$ cat src/rtl/fifo9_pkg.sv
package fifo9_pkg;
  localparam int WORD_W = 9;
  typedef logic [WORD_W-1:0] word_t;
endpackage

$ cat src/rtl/strobe_sense.sv
// Samples N active-low strobes; flags a HIGH-to-LOW change per strobe.
module strobe_sense #(
  parameter int N = 2
) (
  input  logic         clk,
  input  logic         rst_n,
  input  logic [N-1:0] stb_n,
  output logic [N-1:0] fall,
  output logic [N-1:0] seen_low
);
  for (genvar i = 0; i < N; i++) begin : g_stb
    logic last_q;
    always_ff @(posedge clk or negedge rst_n) begin
      if (!rst_n) last_q <= 1'b1;
      else        last_q <= stb_n[i];
    end
    assign fall[i]     = last_q & ~stb_n[i];
    assign seen_low[i] = ~last_q;
  end
endmodule

$ cat src/rtl/fifo9_store.sv
// Plain storage array: one synchronous write port, one combinational read port.
module fifo9_store
  import fifo9_pkg::*;
#(
  parameter int DEPTH = 256,
  localparam int AW = $clog2(DEPTH)
) (
  input  logic          clk,
  input  logic          we,
  input  logic [AW-1:0] waddr,
  input  word_t         wdata,
  input  logic [AW-1:0] raddr,
  output word_t         rdata
);
  word_t cells [DEPTH];

  always_ff @(posedge clk) begin
    if (we) cells[waddr] <= wdata;
  end

  assign rdata = cells[raddr];
endmodule

$ cat src/rtl/fifo9_ctrl.sv
// Pointers, fill level and flags.
module fifo9_ctrl #(
  parameter int DEPTH = 256,
  localparam int AW = $clog2(DEPTH)
) (
  input  logic          clk,
  input  logic          rst_n,
  input  logic          wr_fall,
  input  logic          rd_fall,
  input  logic          rewind,
  output logic          do_write,
  output logic          do_read,
  output logic [AW-1:0] wr_ptr,
  output logic [AW-1:0] rd_ptr,
  output logic [AW:0]   level,
  output logic          is_empty,
  output logic          is_full,
  output logic          is_half
);
  localparam logic [AW:0] FULL_LVL = (AW+1)'(DEPTH);
  localparam logic [AW:0] HALF_LVL = (AW+1)'(DEPTH / 2);

  assign is_empty = (level == '0);
  assign is_full  = (level == FULL_LVL);
  assign is_half  = (level >= HALF_LVL);

  assign do_write = wr_fall & ~is_full;
  assign do_read  = rd_fall & ~is_empty;

  logic [AW:0] rewind_level;
  always_comb begin
    if (wr_ptr == '0 && !is_empty) rewind_level = FULL_LVL;
    else                           rewind_level = {1'b0, wr_ptr};
  end

  always_ff @(posedge clk or negedge rst_n) begin
    if (!rst_n) begin
      wr_ptr <= '0;
      rd_ptr <= '0;
      level  <= '0;
    end else if (rewind) begin
      rd_ptr <= '0;
      level  <= rewind_level;
    end else begin
      if (do_write) wr_ptr <= wr_ptr + 1'b1;
      if (do_read)  rd_ptr <= rd_ptr + 1'b1;
      case ({do_write, do_read})
        2'b10:   level <= level + 1'b1;
        2'b01:   level <= level - 1'b1;
        default: level <= level;
      endcase
    end
  end
endmodule

$ cat src/rtl/strobe_fifo.sv
module strobe_fifo
  import fifo9_pkg::*;
#(
  parameter int DEPTH = 256
) (
  input  logic       clk,
  input  logic       rst_n,
  input  logic       wr_stb_n,
  input  logic       rd_stb_n,
  input  logic       replay_n,
  input  logic [8:0] din,
  output logic [8:0] dout,
  output logic       dout_en,
  output logic       lvl_empty,
  output logic       lvl_full,
  output logic       lvl_half
);
  localparam int AW = $clog2(DEPTH);

  logic [1:0] falls, lows;
  logic wr_fall, rd_fall, rewind;
  logic do_write, do_read;
  logic [AW-1:0] wr_ptr, rd_ptr;
  logic [AW:0] level;
  word_t rdata, dout_q;

  strobe_sense #(.N(2)) u_sense (
    .clk      (clk),
    .rst_n    (rst_n),
    .stb_n    ({rd_stb_n, wr_stb_n}),
    .fall     (falls),
    .seen_low (lows)
  );
  assign wr_fall = falls[0];
  assign rd_fall = falls[1];
  assign dout_en = lows[1];

  assign rewind = ~replay_n & wr_stb_n & rd_stb_n;

  fifo9_ctrl #(.DEPTH(DEPTH)) u_ctrl (
    .clk      (clk),
    .rst_n    (rst_n),
    .wr_fall  (wr_fall),
    .rd_fall  (rd_fall),
    .rewind   (rewind),
    .do_write (do_write),
    .do_read  (do_read),
    .wr_ptr   (wr_ptr),
    .rd_ptr   (rd_ptr),
    .level    (level),
    .is_empty (lvl_empty),
    .is_full  (lvl_full),
    .is_half  (lvl_half)
  );

  fifo9_store #(.DEPTH(DEPTH)) u_store (
    .clk   (clk),
    .we    (do_write),
    .waddr (wr_ptr),
    .wdata (din),
    .raddr (rd_ptr),
    .rdata (rdata)
  );

  always_ff @(posedge clk or negedge rst_n) begin
    if (!rst_n)       dout_q <= '0;
    else if (do_read) dout_q <= rdata;
  end
  assign dout = dout_q;
endmodule

$ cat config.mk
export PLATFORM = sky130hd
export DESIGN_NAME = strobe_fifo
export DESIGN_NICKNAME = d
export VERILOG_FILES = /design/src/rtl/fifo9_pkg.sv /design/src/rtl/strobe_sense.sv /design/src/rtl/fifo9_store.sv /design/src/rtl/fifo9_ctrl.sv /design/src/rtl/strobe_fifo.sv
export SDC_FILE = /design/constraint.sdc
export NUM_CORES = 2
export LEC_CHECK = 0
export BUFFER_PORTS_ARGS = -buffer_cell sky130_fd_sc_hd__buf_2
export CORE_MARGIN = 8
export CORE_UTILIZATION = 55
export DETAILED_ROUTE_END_ITERATION = 12
export PLACE_DENSITY = 0.7
export SYNTH_ARGS = -nofsm -noshare
export SYNTH_HDL_FRONTEND = slang
export SYNTH_HIERARCHICAL = 1
export SYNTH_SLANG_ARGS = --single-unit
$ cat constraint.sdc
create_clock -name clk -period 4 [get_ports clk]
set_input_delay 0.2 -clock clk [delete_from_list [all_inputs] [get_ports clk]]
set_output_delay 0.2 -clock clk [all_outputs]
set_load 0.005 [all_outputs]
==> summary.md <==
| Metric | Value |
|---|---|
| Share of layout cells above drive strength 1 | `26.3%` |
| Drt total wl | `229000 microns` |
| Skew final | `42.1 ps` |
| Detailed-route via count | `47741` |
| Largest net degree at the start of global routing | `152` |
| Final setup viols | `0` |
| Max Fclk | `0.257 GHz` |
| Hpwl dp | `142000 microns` |
| Final Cell Area | `0.104 sq mm` |
| Worst Setup End Kind | `flop` |
| CTS tree | `done` |
| Postcts setup bufs | `0` |
| Core area | `0.165 sq mm` |
| First-pass GRT wire length | `331000 microns` |
| Sinks on Clock Net | `2340` |
| Post-Route Utilization | `63.1%` |
| Crit Path Max Fanout | `23` |
| WL met3 | `25400 microns` |
| Crit path launch type | `flop` |
| Final Critical Period | `3900 ps` |
| Vias in the first global route | `47239` |
| Post-Synthesis Cells | `4432` |
| Slew HR | `23.6%` |
| # IOs | `27` |
| Worst Tran Pin Value | `1150 ps` |
| Final Slew Violations | `0` |
| FP Rows | `149` |
| Buffers added on ports | `26` |
| Final ANT Viol Nets | `0` |
| Post-Place Setup Slack | `-72.0 ps` |
| Worst setup slack after layout | `105 ps` |
| Placed Cells | `6856` |
| Antenna violations before repair | `7` |
| DRC viols | `0` |
| Met1 Wirelength | `88800 microns` |
| Clk slew on worst S/H paths | `60 ps` |
| Total Power | `63.4 mW` |
| Worst Path Required | `4730 ps` |
| Final period util | `97.4%` |
| Top sig layer | `met4` |
| GRT Resource Usage Total | `25.1%` |
| Grt ovf | `0` |
| Starting Density | `55.3%` |
| Met2 WL post-DR | `106000 microns` |
| Run status | `completed` |
| DIE AREA | `0.179 sq mm` |
| Via/cell ratio | `6.56` |
| Syn Nets | `4457` |
| GP Congestion | `0.957` |
| Area of the mapped netlist | `0.0912 sq mm` |
| VDD IR max | `0.000504 V` |
| CP Data Arrival Time | `4630 ps` |
| Wirelength per Cell | `31.4 microns` |
| CTS Buf Count | `226` |
| Max Buffers Root-to-Sink | `3` |
| Worst hold path class | `in -> reg` |
| Unrepaired setup endpoints after global routing | `no` |
| Ys Warns | `6` |
| Pre-antenna DRT Iters | `8` |
| Syn_area_per_cell | `20.6 sq um` |
| Hold Fails Final Rpt | `0` |
| Die Wd | `423 microns` |
| Leak pwr | `33.1 nW` |
| Area growth syn-to-layout | `14.1%` |
| H-tree Lvls | `4` |
| Fillers | `11119` |
| Power Density | `610 mW/mm^2` |
| Die height | `423 microns` |
| Worst-Skew Late Latency | `850 ps` |
| Crit path kind | `reg -> reg` |
| Final std cells w/o fill | `7281` |
| Initial DRC Count | `6560` |
| Clock root cell | `clkbuf_16` |
| DP Area | `0.0967 sq mm` |
| Max-cap violations | `0` |
| # nets final | `4934` |
==> final cells by class <==
type	count	area, sq um	share of cell area, %
Antenna cell	4	10.0	0.00962
Tap cell	2189	2740	2.63
Timing Repair Buffer	514	4410	4.24
Sequential cell	2340	70100	67.4
Inverter	14	52.6	0.0505
Clock buffer	289	5950	5.72
Clock inverter	118	1240	1.19
Multi-Input combinational cell	1813	19500	18.8
==> power by group <==
| part | leakage, nW | total (mW) | internal, mW | switching, mW |
|---|---|---|---|---|
| Combinational | 8.48 | 15.1 | 6.66 | 8.40 |
| Clock | 3.48 | 20.6 | 11.6 | 9.01 |
| Sequential | 21.1 | 27.7 | 27.2 | 0.592 |
==> worst paths after layout <==
check                                                  to  cells after the start  slack, ps                    startpoint
min reg2reg                   u_ctrl/level[1]$_DFFE_PN0P_                      2        650   u_ctrl/level[1]$_DFFE_PN0P_
min                        u_store/cells[70][1]$_DFFE_PP_                      1         30                        din[1]
max reg2reg                           dout[3]$_DFFE_PN0P_                      9        100  u_ctrl/rd_ptr[0]$_DFFE_PN0P_
max                                   dout[3]$_DFFE_PN0P_                      9        100  u_ctrl/rd_ptr[0]$_DFFE_PN0P_
min in group asynchronous     u_ctrl/level[1]$_DFFE_PN0P_                      3        510                         rst_n
max in group asynchronous     u_ctrl/level[8]$_DFFE_PN0P_                      4       2230                         rst_n
==> stage by stage <==
stage,hold WS [ps],setup TNS [ps]
3_5_place_dp,343,-72.0
6_report,26.1,0
4_1_cts,13.1,0
2_1_floorplan,-95.6,0
3_3_place_gp,341,-185
5_1_grt,47.1,0
==> state kept, by name (all words and copies together) (netlist names) <==
register	flops
u_store/cells	2304
u_ctrl/level	9
u_ctrl/rd_ptr	8
dout	9
u_ctrl/wr_ptr	8
u_sense/g_stb.last_q	2
==> critical path, cell delays in order, from the launching register on <==
cell and delay (ps):
dfrtp_4 910, buf_12 310, buf_4 320, mux2_2 380
o22ai_1 220, o31a_1 190, o21ai_0 320, a211oi_1 750
nor4_1 90, mux2_4 280
==> cells in the final DEF (no fill, tap or decap), drive strengths merged, types with 36 or more instances in the layout <==
cell,instances
o22ai,67
buf,496
nand3,36
edfxtp,2304
mux4,476
o221ai,37
clkbuf,293
a21oi,106
nand2,58
a22oi,174
o21ai,47
mux2i,181
nor2,318
clkinv,92
==> per-layer routing <==
metal  up-vias  global-route usage (%)
met1     25045                    36.0
met5         -                       0
met4         0                    8.97
li1      19421                       -
met2      2812                    38.1
met3       463                    6.25
==> what timing repair did <==
item                                   CTS  global route
gates resized for setup                  1             2
endpoints found under the hold margin  257             0
setup endpoints to repair                1             2
hold buffers                            14             0
Note: power is estimated with default switching activity, not from simulation.
